## src/rtl/casc_timer_pkg.sv

```systemverilog
package casc_timer_pkg;
  localparam int AW       = 3;
  localparam int PRE_W    = 8;
  localparam int ON_BIT   = 15;
  localparam int T32_BIT  = 3;
  localparam int GATE_BIT = 6;
  localparam int EXT_BIT  = 1;
  localparam int PS_LSB   = 4;

  localparam logic [AW-1:0] A_CNTLO = 3'd0;
  localparam logic [AW-1:0] A_CNTHI = 3'd1;
  localparam logic [AW-1:0] A_PERLO = 3'd2;
  localparam logic [AW-1:0] A_PERHI = 3'd3;
  localparam logic [AW-1:0] A_CTLLO = 3'd4;
  localparam logic [AW-1:0] A_CTLHI = 3'd5;
  localparam logic [AW-1:0] A_HOLD  = 3'd6;
  localparam logic [AW-1:0] A_INT   = 3'd7;

  typedef struct packed {
    logic [1:0] tick;
    logic       mode32;
    logic       ldLo;
    logic       ldHi;
    logic       ldPerLo;
    logic       ldPerHi;
  } dpStrobe_t;

  function automatic logic [PRE_W-1:0] preLimit(input logic [1:0] sel);
    case (sel)
      2'b00:   preLimit = PRE_W'(0);
      2'b01:   preLimit = PRE_W'(7);
      2'b10:   preLimit = PRE_W'(63);
      default: preLimit = PRE_W'(255);
    endcase
  endfunction
endpackage

```

## src/rtl/casc_timer_sync.sv

```systemverilog
module casc_timer_sync #(
  parameter int W = 2
) (
  input  logic         clk,
  input  logic         rstN,
  input  logic [W-1:0] d,
  output logic [W-1:0] q
);
  logic [W-1:0] stage1;

  always_ff @(posedge clk or negedge rstN) begin
    if (!rstN) begin
      stage1 <= '0;
      q      <= '0;
    end else begin
      stage1 <= d;
      q      <= stage1;
    end
  end
endmodule

```

## src/rtl/casc_timer_prescale.sv

```systemverilog
module casc_timer_prescale
  import casc_timer_pkg::*;
(
  input  logic       clk,
  input  logic       rstN,
  input  logic       clr,
  input  logic       srcTick,
  input  logic [1:0] sel,
  output logic       tickOut
);
  logic [PRE_W-1:0] divCnt;
  logic [PRE_W-1:0] limit;

  assign limit   = preLimit(sel);
  assign tickOut = srcTick && (divCnt == limit);

  always_ff @(posedge clk or negedge rstN) begin
    if (!rstN)        divCnt <= '0;
    else if (clr)     divCnt <= '0;
    else if (srcTick) divCnt <= (divCnt == limit) ? '0 : divCnt + 1'b1;
  end
endmodule

```

## src/rtl/casc_timer_ctrl.sv

```systemverilog
module casc_timer_ctrl
  import casc_timer_pkg::*;
#(
  parameter int CW = 16
) (
  input  logic          clk,
  input  logic          rstN,
  input  logic [AW-1:0] addr,
  input  logic          wrEn,
  input  logic          rdEn,
  input  logic [CW-1:0] wrData,
  output logic [CW-1:0] rdData,
  input  logic [1:0]    extClkIn,
  input  logic [1:0]    gateIn,
  input  logic [CW-1:0] cntLo,
  input  logic [CW-1:0] cntHi,
  input  logic [CW-1:0] perLo,
  input  logic [CW-1:0] perHi,
  input  logic [1:0]    match,
  output dpStrobe_t     st,
  output logic [CW-1:0] holdReg,
  output logic [CW-1:0] ctlLo,
  output logic [CW-1:0] ctlHi,
  output logic [1:0]    flags,
  output logic [1:0]    ens,
  output logic [1:0]    irq
);
  logic [1:0]         wrCtl;
  logic               wrHold, wrInt, rdLo, mode32;
  logic [1:0][CW-1:0] effCtl;
  logic [1:0]         extS, gateS, extP, gateP, extRise, gateFall;
  logic [1:0]         tickV, gatedV, setF;

  assign wrCtl[0] = wrEn && (addr == A_CTLLO);
  assign wrCtl[1] = wrEn && (addr == A_CTLHI);
  assign wrHold   = wrEn && (addr == A_HOLD);
  assign wrInt    = wrEn && (addr == A_INT);
  assign rdLo     = rdEn && (addr == A_CNTLO);
  assign mode32   = ctlLo[T32_BIT];
  assign effCtl[0] = ctlLo;
  assign effCtl[1] = ctlHi;

  casc_timer_sync #(.W(2)) u_extSync  (.clk(clk), .rstN(rstN), .d(extClkIn), .q(extS));
  casc_timer_sync #(.W(2)) u_gateSync (.clk(clk), .rstN(rstN), .d(gateIn),   .q(gateS));

  always_ff @(posedge clk or negedge rstN) begin
    if (!rstN) begin
      extP  <= '0;
      gateP <= '0;
    end else begin
      extP  <= extS;
      gateP <= gateS;
    end
  end

  assign extRise  = extS & ~extP;
  assign gateFall = gateP & ~gateS;

  for (genvar i = 0; i < 2; i++) begin : g_ch
    localparam bit IS_LO = (i == 0);
    logic chOn, src, preTick;

    assign chOn = effCtl[i][ON_BIT] && (IS_LO || !mode32);
    assign src  = effCtl[i][EXT_BIT]  ? extRise[i] :
                  effCtl[i][GATE_BIT] ? gateS[i]   : 1'b1;

    casc_timer_prescale u_pre (
      .clk    (clk),
      .rstN   (rstN),
      .clr    (!chOn || wrCtl[i]),
      .srcTick(src),
      .sel    (effCtl[i][PS_LSB +: 2]),
      .tickOut(preTick)
    );

    assign tickV[i]  = chOn && preTick;
    assign gatedV[i] = chOn && !effCtl[i][EXT_BIT] && effCtl[i][GATE_BIT];
  end

  assign setF[0] = !mode32 && (gatedV[0] ? gateFall[0] : match[0]);
  assign setF[1] = mode32 ? (gatedV[0] ? gateFall[0] : match[1])
                          : (gatedV[1] ? gateFall[1] : match[1]);

  always_ff @(posedge clk or negedge rstN) begin
    if (!rstN) begin
      ctlLo   <= '0;
      ctlHi   <= '0;
      holdReg <= '0;
      flags   <= '0;
      ens     <= '0;
    end else begin
      if (wrCtl[0]) ctlLo <= wrData;
      if (wrCtl[1]) ctlHi <= wrData;
      if (wrHold)    holdReg <= wrData;
      else if (rdLo) holdReg <= cntHi;
      if (wrInt) ens <= wrData[3:2];
      flags <= (wrInt ? wrData[1:0] : flags) | setF;
    end
  end

  assign irq = flags & ens;

  always_comb begin
    st         = '0;
    st.tick    = tickV;
    st.mode32  = mode32;
    st.ldLo    = wrEn && (addr == A_CNTLO);
    st.ldHi    = wrEn && (addr == A_CNTHI);
    st.ldPerLo = wrEn && (addr == A_PERLO);
    st.ldPerHi = wrEn && (addr == A_PERHI);
  end

  always_comb begin
    case (addr)
      A_CNTLO: rdData = cntLo;
      A_CNTHI: rdData = cntHi;
      A_PERLO: rdData = perLo;
      A_PERHI: rdData = perHi;
      A_CTLLO: rdData = ctlLo;
      A_CTLHI: rdData = ctlHi;
      A_HOLD:  rdData = holdReg;
      default: rdData = {{(CW-4){1'b0}}, ens, flags};
    endcase
  end
endmodule

```

## src/rtl/casc_timer_dp.sv

```systemverilog
module casc_timer_dp
  import casc_timer_pkg::*;
#(
  parameter int CW = 16
) (
  input  logic          clk,
  input  logic          rstN,
  input  dpStrobe_t     st,
  input  logic [CW-1:0] wrData,
  input  logic [CW-1:0] holdReg,
  output logic [CW-1:0] cntLo,
  output logic [CW-1:0] cntHi,
  output logic [CW-1:0] perLo,
  output logic [CW-1:0] perHi,
  output logic [1:0]    match
);
  localparam int DW = 2 * CW;

  logic          eqLo, eqHi, eqAll;
  logic [DW-1:0] wide;

  assign eqLo  = (cntLo == perLo);
  assign eqHi  = (cntHi == perHi);
  assign eqAll = eqLo && eqHi;
  assign wide  = {cntHi, cntLo};

  always_comb begin
    if (st.mode32) begin
      match[0] = 1'b0;
      match[1] = st.tick[0] && eqAll && !st.ldLo && !st.ldHi;
    end else begin
      match[0] = st.tick[0] && eqLo && !st.ldLo;
      match[1] = st.tick[1] && eqHi && !st.ldHi;
    end
  end

  always_ff @(posedge clk or negedge rstN) begin
    if (!rstN) begin
      perLo <= '1;
      perHi <= '1;
    end else begin
      if (st.ldPerLo) perLo <= wrData;
      if (st.ldPerHi) perHi <= wrData;
    end
  end

  always_ff @(posedge clk or negedge rstN) begin
    if (!rstN) begin
      cntLo <= '0;
      cntHi <= '0;
    end else if (st.mode32) begin
      if (st.ldLo) begin
        cntLo <= wrData;
        cntHi <= holdReg;
      end else if (st.ldHi) begin
        cntHi <= wrData;
      end else if (st.tick[0]) begin
        {cntHi, cntLo} <= eqAll ? '0 : wide + 1'b1;
      end
    end else begin
      if (st.ldLo)         cntLo <= wrData;
      else if (st.tick[0]) cntLo <= eqLo ? '0 : cntLo + 1'b1;
      if (st.ldHi)         cntHi <= wrData;
      else if (st.tick[1]) cntHi <= eqHi ? '0 : cntHi + 1'b1;
    end
  end
endmodule

```

## src/rtl/casc_timer.sv

```systemverilog
module casc_timer
  import casc_timer_pkg::*;
#(
  parameter int CW = 16
) (
  input  logic          clk,
  input  logic          rstN,
  input  logic [AW-1:0] addr,
  input  logic          wrEn,
  input  logic          rdEn,
  input  logic [CW-1:0] wrData,
  output logic [CW-1:0] rdData,
  input  logic [1:0]    extClkIn,
  input  logic [1:0]    gateIn,
  output logic [1:0]    irq
);
  dpStrobe_t     st;
  logic [CW-1:0] cntLo, cntHi, perLo, perHi, holdReg, ctlLo, ctlHi;
  logic [1:0]    match, flags, ens;

  casc_timer_ctrl #(.CW(CW)) u_ctrl (
    .clk(clk), .rstN(rstN), .addr(addr), .wrEn(wrEn), .rdEn(rdEn),
    .wrData(wrData), .rdData(rdData), .extClkIn(extClkIn), .gateIn(gateIn),
    .cntLo(cntLo), .cntHi(cntHi), .perLo(perLo), .perHi(perHi),
    .match(match), .st(st), .holdReg(holdReg), .ctlLo(ctlLo), .ctlHi(ctlHi),
    .flags(flags), .ens(ens), .irq(irq)
  );

  casc_timer_dp #(.CW(CW)) u_dp (
    .clk(clk), .rstN(rstN), .st(st), .wrData(wrData), .holdReg(holdReg),
    .cntLo(cntLo), .cntHi(cntHi), .perLo(perLo), .perHi(perHi), .match(match)
  );
endmodule

```

## config.mk

```make
export PLATFORM = sky130hd
export DESIGN_NAME = casc_timer
export DESIGN_NICKNAME = d
export VERILOG_FILES = /design/src/rtl/casc_timer_pkg.sv /design/src/rtl/casc_timer_sync.sv /design/src/rtl/casc_timer_prescale.sv /design/src/rtl/casc_timer_ctrl.sv /design/src/rtl/casc_timer_dp.sv /design/src/rtl/casc_timer.sv
export SDC_FILE = /design/constraint.sdc
export NUM_CORES = 1
export LEC_CHECK = 0
export BUFFER_PORTS_ARGS = -buffer_cell sky130_fd_sc_hd__buf_2
export CORE_MARGIN = 4
export CORE_UTILIZATION = 40
export CTS_CLUSTER_SIZE = 10
export DETAILED_ROUTE_END_ITERATION = 16
export HOLD_SLACK_MARGIN = 0.03
export SETUP_SLACK_MARGIN = 0.4
export SLEW_MARGIN = 20
export SYNTH_ARGS = -nofsm -noshare
export SYNTH_HDL_FRONTEND = slang
export SYNTH_SLANG_ARGS = --single-unit
```

## constraint.sdc

```tcl
create_clock -name clk -period 3.2 [get_ports clk]
set_input_delay 0.16 -clock clk [delete_from_list [all_inputs] [get_ports clk]]
set_output_delay 0.16 -clock clk [all_outputs]
set_load 0.005 [all_outputs]
```

==> flow_metrics.env, run 1 <==
export IMPL_vias=7969
export IMPL_grt_usage=0.237
export IMPL_drv_cap=0
export IMPL_clock_fmax_ghz=0.366
export IMPL_clk_latency_ns=0.43
export IMPL_cts_max_path_buffers=2
export IMPL_viasPerCell=6.32
export IMPL_synth_distinct_cells=82
export IMPL_port_buffers=44
export IMPL_worstHoldStart="wrData[15]"
export IMPL_peakVddDrop_v=0.000348
export IMPL_ff2ff_setup_slack_ns=0.47
export IMPL_cp_startpoint="u_ctrl.g_ch[0].u_pre.divCnt[0]"
export IMPL_worstHoldPathCells=3
export IMPL_ys_ff_latch=144
export IMPL_die_area_um2=25100
export IMPL_cts_tree="built"
export IMPL_n_antenna_cell=0
export IMPL_die_h_um=158
export IMPL_place_gp_congestion=0.925
export IMPL_syn_area_um2=9040
export IMPL_core_um2=22000
export IMPL_cts_buffers=17
export IMPL_synth_edff_count=0
export IMPL_cp_top_family="simple AND/OR/NAND/NOR gates"
export IMPL_drcViolationCount=0
export IMPL_finalCritPeriodShare=0.854
export IMPL_n_fill_cell=2041
export IMPL_worstMarginPinSlew_ns=0.952
export IMPL_setup_violations=0
export IMPL_arrival_ns=3.01
export IMPL_synth_top_cell_by_area="dfrtp_1"
export IMPL_crit_slowest_cell="or4_4"
export IMPL_drive_above_1_share=0.259
export IMPL_fin_tns_setup_ns=0
export IMPL_cts_sinks=144
export IMPL_grt_pass1_vias=7644
export IMPL_outcome="completed"
export IMPL_slew_violations=0
export IMPL_rows=54
export IMPL_post_route_min_period_ns=2.73
export IMPL_clk_pin_slew_worst_paths_ns=0.06
export IMPL_r2r_cells=6
export IMPL_grt_max_degree=70
export IMPL_path_class="reg -> reg"
export IMPL_root_buffer="clkbuf_16"
export IMPL_ys_warn_count=0
export IMPL_synth_cells=926
export IMPL_critPathLaunchType="register"
export IMPL_crit_buf_inv=0
export IMPL_async_reset_ff_frac=1.00
export IMPL_yosysSeqAreaShare=0.403
export IMPL_fin_cells=1260
export IMPL_wirelength_um=29600
export IMPL_timing_rr_end="u_dp.cntHi[3]"
export IMPL_htree_levels=4
export IMPL_leakage_nw=4.14
export IMPL_rsz0062_at_grt="false"
export IMPL_required_ns=3.48
export IMPL_drtIter0Drc=885
export IMPL_antenna_found_initial=3
export IMPL_hold_violations=0
export IMPL_synth_top_cell_area_share=0.310
export IMPL_cp_max_fo=9
export IMPL_end_kind="register"
export IMPL_fin_skew_ns=0.00970
export IMPL_grt_pass1_wl_um=45300
export IMPL_globalRouteOverflowTotal=0
export IMPL_dr_pass1_iters=5
export IMPL_synth_area_leaders="dfrtp_1 31%, dfstp_2 9.3%, mux2_2 8.7%, xnor2_1 4.3%, a21oi_1 3.8%"
export IMPL_hold_path_end="u_ctrl.ctlLo[15]"
export IMPL_max_stage_delay_ns=0.62
export IMPL_dpl_cell_count=1220
export IMPL_synth_ff_type="dfrtp_1"
export IMPL_dpl_hpwl_um=20800
export IMPL_relSlewSlack=0.362
export IMPL_area_delta_synth_final_pct=14.9
export IMPL_avgSynthCellArea_um2=9.76
export IMPL_nets=998
export IMPL_hp_class="in -> reg"
export IMPL_p_per_area_nw_per_um2=718
export IMPL_synth_net_count=957
export IMPL_die_w_um=158
export IMPL_start_util=0.410
export IMPL_io_pins=45
export IMPL_wire_per_inst_um=23.5
export IMPL_crit_chain="or3_1, o31a_1, or4_4, a21oi_4, nor2_2, o32ai_1"
export IMPL_r2r_start="u_ctrl.g_ch[0].u_pre.divCnt[0]"
export IMPL_ant_nets=0
[worst max path at each step]
stage                         end  cells after the start
floorplan           u_dp.cntHi[0]                      7
global placement    u_dp.cntHi[3]                      6
detailed placement  u_dp.cntLo[2]                      5
CTS                 u_dp.cntLo[2]                      5
global route        u_dp.cntHi[3]                      6
finish              u_dp.cntHi[3]                      6
[cells in the mapped netlist (all sizes together) (10+ instances only)]
cell,n
a211oi,10
a21oi,71
a221oi,14
a22oi,14
a31oi,12
and3,14
buf,19
clkbuf,52
dfrtp,112
dfstp,32
inv,20
mux2,70
mux2i,28
mux4,13
nand2,61
nand3,31
nand4,20
nor2,75
nor2b,10
nor3,18
nor4,10
o21ai,36
xnor2,44
[flip-flops by register name, summed over array words and instances (netlist names)]
| register | flops |
|---|---|
| u_ctrl.ctlHi | 16 |
| u_ctrl.ctlLo | 16 |
| u_ctrl.g_ch.u_pre.divCnt | 16 |
| u_ctrl.holdReg | 16 |
| u_dp.cntHi | 16 |
| u_dp.cntLo | 16 |
| u_dp.perHi | 16 |
| u_dp.perLo | 16 |
| u_ctrl.ens | 2 |
| u_ctrl.extP | 2 |
| u_ctrl.flags | 2 |
| u_ctrl.gateP | 2 |
| u_ctrl.u_extSync.q | 2 |
| u_ctrl.u_extSync.stage1 | 2 |
| u_ctrl.u_gateSync.q | 2 |
| u_ctrl.u_gateSync.stage1 | 2 |
[metrics by stage]
stage / hold WS, ns / setup slack, ns / total power (W) / instance area [um^2] / utilization
2_1_floorplan: -0.136 / 0.777 / 0.00438 / 9040 / -
3_3_place_gp: 0.217 / 0.516 / 0.00524 / 9680 / 0.440
3_5_place_dp: 0.218 / 0.449 / 0.00528 / 9680 / 0.440
4_1_cts: 0.0670 / 0.470 / 0.00744 / 10400 / 0.470
5_1_grt: 0.0815 / 0.421 / 0.00783 / 10400 / 0.471
6_report: 0.0821 / 0.468 / 0.00746 / 10400 / 0.471
[placed cells by master, fill, tap and decap left out, types with 5 or more instances in the layout]
master,instances
nor4_1,6
o22ai_1,8
buf_2,43
mux2i_1,28
o221ai_1,9
buf_4,42
dlygate4sd3_1,5
nand2_1,61
a22oi_1,14
a211oi_1,10
nand4_1,20
xnor2_1,44
dfstp_2,32
nor2b_1,10
o31ai_1,7
a22o_1,6
mux2_2,70
a21o_1,6
nor3_1,18
and2_1,8
o21ai_0,35
a21oi_1,69
clkbuf_16,17
o2111ai_1,5
dfrtp_1,112
nand3_1,31
mux4_2,13
a221oi_1,14
nand2b_1,6
nor2_1,74
inv_1,20
xor2_1,5
a31oi_1,12
and3_1,12
[cells by family after synthesis]
family | share of synthesized area
fa+ha+maj | 0.00554
buf+inv | 0.0443
xor+xnor | 0.0475
flops | 0.403
simple gates | 0.164
compound gates | 0.185
mux | 0.151
[worst reg2reg max path, stage by stage (launching register included)]
cell	delay, ns
dfrtp_1	0.43
or3_1	0.38
o31a_1	0.30
or4_4	0.62
a21oi_4	0.25
nor2_2	0.16
o32ai_1	0.45
[power breakdown]
part	leakage (nW)	switching, W	internal, W
Combinational	2.17	0.00132	0.00110
Sequential	1.66	0.000585	0.00231
Clock	0.304	0.000797	0.00135
Total	4.14	0.00270	0.00476
[area by class of cell]
cell class                 instances  area [um^2]  share of cell area
multi-input combinational        691         5060               0.487
inverter                          20         75.1             0.00723
clock buffer                      22          464              0.0447
clock inverter                    10          160              0.0154
tap                              280          350              0.0337
sequential                       144         3640               0.351
timing repair buffer              93          632              0.0608
[per-layer routing]
layer | wire length [um] | track usage | part of all wire
met5 | 43 | 0 | 0.0015
met4 | 888 | 0.0820 | 0.030
met3 | 2470 | 0.0541 | 0.084
met2 | 13300 | 0.360 | 0.45
met1 | 12800 | 0.335 | 0.43
[what timing repair did]
item / in CTS / in global routing
gates resized for setup: 0 / 1
hold buffers: 5 / 0
setup endpoints to repair: 0 / 9
setup buffers: 0 / 3
hold endpoints to repair: 54 / 0
Power figures use the tool's default switching activity.
==> run 2, diff against run 1 <==
- REMOVE_ABC_BUFFERS: not set -> 1
==> run 2 against run 1 <==
Against the previous run:
- via count fell by 0.48%
- critical path type unchanged
- worst hold slack got worse by 0.00069 ns
- critical endpoint is now u_dp.cntHi[13]
- register-to-register slack improved by 0.12 ns
- flip-flop and latch count did not move
==> flow_metrics.env, run 2 (same netlist as run 1, synthesis figures left out) <==
export IMPL_ant_nets=0
export IMPL_wirelength_um=29200
export IMPL_placed_cell_area_um2=9680
export IMPL_leakage_nw=4.10
export IMPL_viasPerCell=6.31
export IMPL_drive_above_1_share=0.259
export IMPL_clk_latency_ns=0.44
export IMPL_dr_pass1_iters=5
export IMPL_globalRouteOverflowTotal=0
export IMPL_rows=54
export IMPL_hold_buffers=5
export IMPL_io_pins=45
export IMPL_vias=7931
export IMPL_hold_violations=0
export IMPL_clk_pin_slew_worst_paths_ns=0.07
export IMPL_mostFrequentLayoutCells="112 x dfrtp_1, 74 x nor2_1, 70 x mux2_2"
export IMPL_arrival_ns=2.93
export IMPL_cts_tree="built"
export IMPL_port_buffers=44
export IMPL_core_um2=22000
export IMPL_place_gp_congestion=0.971
export IMPL_max_stage_delay_ns=0.59
export IMPL_fin_util=0.469
export IMPL_hold_ws_ns=0.0814
export IMPL_cts_sinks=144
export IMPL_p_comb_frac=0.314
export IMPL_p_seq_frac=0.404
export IMPL_required_ns=3.52
export IMPL_n_antenna_cell=0
export IMPL_nets=996
export IMPL_setup_violations=0
export IMPL_drcViolationCount=0
export IMPL_end_kind="register"
export IMPL_hp_class="in -> reg"
export IMPL_cts_max_path_buffers=2
export IMPL_clock_fmax_ghz=0.383
export IMPL_fin_total_pwr_w=0.00734
export IMPL_wire_per_inst_um=23.3
export IMPL_p_per_area_nw_per_um2=710
export IMPL_drtIter0Drc=757
export IMPL_die_h_um=158
export IMPL_fin_cells=1257
export IMPL_dpl_cell_count=1221
export IMPL_rsz0062_at_grt="false"
export IMPL_peakVddDrop_v=0.000413
export IMPL_final_area_um2=10300
export IMPL_grt_usage=0.240
export IMPL_power_internal_w=0.00463
export IMPL_area_delta_synth_final_pct=14.3
export IMPL_outcome="completed"
export IMPL_die_w_um=158
export IMPL_switchingPower_w=0.00271
export IMPL_crit_slowest_cell="or4_4"
export IMPL_worstMarginPinSlew_ns=0.896
export IMPL_switching_share=0.370
export IMPL_cts_buffers=17
export IMPL_start_util=0.410
export IMPL_cts_resized=0
export IMPL_grt_max_degree=64
export IMPL_grt_pass1_wl_um=45900
export IMPL_layout_commonest_cell="dfrtp_1"
export IMPL_n_fill_cell=2090
export IMPL_drv_cap=0
export IMPL_slew_violations=0
export IMPL_finalCritPeriodShare=0.817
export IMPL_critPathLaunchType="register"
export IMPL_crit_chain="or3_1, o31a_1, or4_4, a21o_4, nand2_1, o2bb2a_1"
export IMPL_grt_pass1_vias=7705
export IMPL_fin_skew_ns=0.0136
export IMPL_dpl_hpwl_um=20700
export IMPL_cp_max_fo=15
export IMPL_post_cts_buffers=0
export IMPL_root_buffer="clkbuf_16"
export IMPL_power_frac_clock=0.282
export IMPL_path_class="reg -> reg"
export IMPL_antenna_found_initial=0
export IMPL_die_area_um2=25100
export IMPL_relSlewSlack=0.400
export IMPL_htree_levels=4
export IMPL_post_route_min_period_ns=2.61
[run 2: power groups by stage]
stage	clock network [W]	logic [W]	registers [W]
2_1_floorplan	0	0.00154	0.00274
3_3_place_gp	0	0.00224	0.00295
3_5_place_dp	0	0.00228	0.00296
4_1_cts	0.00210	0.00230	0.00294
5_1_grt	0.00218	0.00253	0.00302
6_report	0.00207	0.00231	0.00296
[run 2: path summary, 6_finish.rpt]
path | startpoint | end | slack [ns] | depth (start not counted)
max in group asynchronous | rstN | u_dp.perLo[2] | 2.03 | 3
worst max-delay path | u_ctrl.g_ch[0].u_pre.divCnt[0] | u_dp.cntHi[13] | 0.59 | 6
worst min register to register | u_ctrl.u_extSync.stage1[0] | u_ctrl.u_extSync.q[0] | 0.35 | 0
min in group asynchronous | rstN | u_ctrl.u_gateSync.stage1[1] | 0.29 | 2
worst max register to register | u_ctrl.g_ch[0].u_pre.divCnt[0] | u_dp.cntHi[13] | 0.59 | 6
worst min-delay path | wrData[15] | u_ctrl.ctlLo[15] | 0.08 | 3
[run 2: per-stage QoR]
stage	worst slack (ns)	TNS, ns
floorplan	-0.767	-10.04
global placement	0.618	0
detailed placement	0.609	0
CTS	0.602	0
global route	0.427	0
finish	0.586	0
[run 2: cell type report]
| type | instances | area (um^2) | share of cell area |
|---|---|---|---|
| clock inverters | 13 | 164 | 0.0159 |
| clock buffers | 18 | 439 | 0.0425 |
| inverters | 20 | 75.1 | 0.00727 |
| well taps | 280 | 350 | 0.0339 |
| multi-input cells | 691 | 5060 | 0.489 |
| flip-flops and latches | 144 | 3640 | 0.353 |
| repair buffers | 91 | 604 | 0.0585 |
[run 2: per-layer routing]
metal  share of wire  vias up  global-route usage  wire length [um]
met5               0        -                   0                 0
met4           0.020        0              0.0695               593
met3           0.052       43              0.0321              1510
met2            0.47      307               0.374             13700
met1            0.46     4013               0.349             13400
li1                -     3568                   -                 -
[run 2: critical path: cells and delay by family (launching register included)]
| kind | cells | cell delay, ns |
|---|---|---|
| flip-flops | 1 | 0.44 |
| AND/OR/NAND/NOR | 3 | 1.19 |
| AO/OA/AOI/OAI | 3 | 0.86 |
==> run 3, diff against run 2 <==
- ABC_AREA: not set -> 1
- clock period: 3.2 -> 2.2 ns (I/O delays scaled with it)
==> run 3 against run 2 <==
Against the previous run:
- fmax rose by 34%
- final area rose by 13%
- sequential share of layout area fell by 4.0 points
- cell count rose by 43%
==> flow_metrics.env, run 3 <==
export IMPL_hold_violations=0
export IMPL_antenna_found_initial=0
export IMPL_synth_ff_type="dfrtp_1"
export IMPL_die_h_um=162
export IMPL_rsz0062_at_grt="true"
export IMPL_worstHoldStart="wrData[10]"
export IMPL_grt_max_degree=56
export IMPL_worstMarginPinSlew_ns=0.652
export IMPL_n_antenna_cell=0
export IMPL_crit_slowest_cell="dfstp_2"
export IMPL_synth_top_cell_by_area="dfrtp_1"
export IMPL_ys_ff_latch=144
export IMPL_cts_buffers=17
export IMPL_dr_pass1_iters=5
export IMPL_grt_pass1_vias=9469
export IMPL_avgSynthCellArea_um2=6.95
export IMPL_synth_cells=1369
export IMPL_grt_usage=0.277
export IMPL_core_um2=23400
export IMPL_fin_total_pwr_w=0.0127
export IMPL_dpl_cell_count=1742
export IMPL_max_stage_delay_ns=0.55
export IMPL_crit_chain="inv_2, nand2_1, nand4_1, nor2_2, nand2_1, nor2_2, buf_6, nand2_8, nand2_8, nor2_4, buf_12, nand2_4, a21oi_2"
export IMPL_syn_area_um2=9510
export IMPL_finalCritPeriodShare=0.885
export IMPL_drive_above_1_share=0.241
export IMPL_ant_nets=0
export IMPL_n_fill_cell=2437
export IMPL_synth_top_cell_area_share=0.295
export IMPL_htree_levels=4
export IMPL_endpoint="u_dp.cntLo[2]"
export IMPL_wirelength_um=35900
export IMPL_die_area_um2=26300
export IMPL_r2r_start="u_dp.perLo[0]"
export IMPL_area_delta_synth_final_pct=23.1
export IMPL_post_route_min_period_ns=1.95
export IMPL_synth_common_cells="434 x nand2_1, 153 x inv_1, 113 x nor2_1, 113 x o21ai_0, 112 x dfrtp_1"
export IMPL_p_per_area_nw_per_um2=1080
export IMPL_globalRouteOverflowTotal=0
export IMPL_synth_distinct_cells=48
export IMPL_clock_fmax_ghz=0.513
export IMPL_yosysMostFrequentCell="nand2_1"
export IMPL_critPathLaunchType="register"
export IMPL_nets=1501
export IMPL_arrival_ns=2.27
export IMPL_peakVddDrop_v=0.000500
export IMPL_required_ns=2.52
export IMPL_clk_latency_ns=0.44
export IMPL_cts_max_path_buffers=2
export IMPL_cp_top_family="simple AND/OR/NAND/NOR gates"
export IMPL_mostFrequentLayoutCells="417 x nand2_1, 142 x inv_1, 103 x o21ai_0"
export IMPL_timing_rr_end="u_dp.cntLo[2]"
export IMPL_hp_class="in -> reg"
export IMPL_start_util=0.406
export IMPL_async_reset_ff_frac=1.00
export IMPL_outcome="completed"
export IMPL_post_place_ws_ns=0.00258
export IMPL_cp_max_fo=7
export IMPL_fin_skew_ns=0.00904
export IMPL_grt_pass1_wl_um=55900
export IMPL_drv_cap=0
export IMPL_vias=9718
export IMPL_placed_cell_area_um2=10400
export IMPL_r2r_cells=13
export IMPL_drtIter0Drc=775
export IMPL_path_class="reg -> reg"
export IMPL_cts_tree="built"
export IMPL_viasPerCell=5.39
export IMPL_place_gp_congestion=0.975
export IMPL_fin_ws_ns=0.252
export IMPL_fin_tns_setup_ns=0
export IMPL_setup_violations=0
export IMPL_root_buffer="clkbuf_16"
export IMPL_synth_area_leaders="dfrtp_1 29%, nand2_1 17%, dfstp_2 8.8%, inv_1 6.0%, o21ai_0 5.9%"
export IMPL_dpl_hpwl_um=25600
export IMPL_die_w_um=162
export IMPL_wire_per_inst_um=19.9
export IMPL_fin_cells=1802
export IMPL_drcViolationCount=0
export IMPL_rows=56
export IMPL_ff2ff_setup_slack_ns=0.25
export IMPL_cts_sinks=144
export IMPL_leakage_nw=5.72
export IMPL_slew_violations=0
export IMPL_end_kind="register"
export IMPL_port_buffers=44
export IMPL_ys_warn_count=0
export IMPL_final_area_um2=11700
export IMPL_cp_depth=13
export IMPL_relSlewSlack=0.561
export IMPL_clk_pin_slew_worst_paths_ns=0.07
export IMPL_yosysSeqAreaShare=0.383
export IMPL_crit_buf_inv=3
export IMPL_cp_startpoint="u_dp.perLo[0]"
export IMPL_synth_edff_count=0
export IMPL_layout_commonest_cell="nand2_1"
export IMPL_io_pins=45
## run 3: cell types whose count changed after synthesis, sizes merged, moves of 31 or more
cell	before	now
inv	20	169
mux2	70	0
nand2	61	451
nand3	31	72
nor2	75	129
o21ai	36	122
xnor2	44	13
## run 3: logic make-up after synthesis
logic type | after synthesis | share of synthesized area
AOI/OAI and AO/OA | 270 | 0.167
DFF | 144 | 0.383
buffers and inverters | 234 | 0.104
xor gates and xnor gates | 31 | 0.0285
adders and majority gates | 4 | 0.00526
and+or+nand+nor | 686 | 0.312
## run 3: per-stage QoR
step | hold slack (ns) | utilization
2_1_floorplan | -0.186 | -
3_3_place_gp | 0.0449 | 0.445
3_5_place_dp | 0.0520 | 0.445
4_1_cts | 0.0327 | 0.490
5_1_grt | 0.0578 | 0.500
6_report | 0.0413 | 0.500
## run 3: how the worst min path moves through the flow
stage,end,slack [ns],depth (start not counted)
5_1_grt,u_dp.perHi[10],0.06,3
2_1_floorplan,u_ctrl.ctlHi[0],-0.19,0
4_1_cts,u_dp.perHi[10],0.03,3
6_report,u_dp.perHi[10],0.04,3
3_3_place_gp,u_ctrl.g_ch[1].u_pre.divCnt[3],0.04,1
3_5_place_dp,u_ctrl.g_ch[1].u_pre.divCnt[3],0.05,1
## run 3: worst register-to-register path, stage by stage, from the launching register on
cell     delay, ns
dfstp_2       0.55
inv_2         0.04
nand2_1       0.05
nand4_1       0.16
nor2_2        0.17
nand2_1       0.08
nor2_2        0.14
buf_6         0.14
nand2_8       0.07
nand2_8       0.11
nor2_4        0.06
buf_12        0.15
nand2_4       0.06
a21oi_2       0.05
## run 3: timing repair
| action | CTS | global route |
|---|---|---|
| hold buffers | 10 | 0 |
| resized for setup | 65 | 64 |
| gates cloned | 0 | 0 |
| hold endpoints to repair | 129 | 0 |
| setup endpoints to repair | 40 | 55 |
| buffers inserted | 12 | 6 |
| pin swaps | 20 | 15 |
## run 3: report_power, final
group          leakage, nW  switching, W  total [W]  internal, W
clock                0.310       0.00136    0.00330      0.00194
combinational         3.71       0.00315    0.00521      0.00205
sequential            1.70      0.000780    0.00416      0.00338
total                 5.72       0.00530     0.0127      0.00737
## run 3: final cells by class
type / count / area (um^2) / area share
clock buffer: 17 / 425 / 0.0363
clock inverter: 15 / 219 / 0.0187
inverter: 171 / 656 / 0.0560
multi-input combinational: 991 / 5230 / 0.446
sequential: 144 / 3660 / 0.313
tap: 319 / 399 / 0.0341
timing repair buffer: 145 / 1120 / 0.0953
## run 3: routing by layer
layer  GRT usage  share of wire  vias to the layer above
met1       0.399           0.46                     4670
li1            -              -                     4623
met5           0              0                        -
met3      0.0391          0.061                       81
met2       0.427           0.45                      344
met4       0.104          0.034                        0
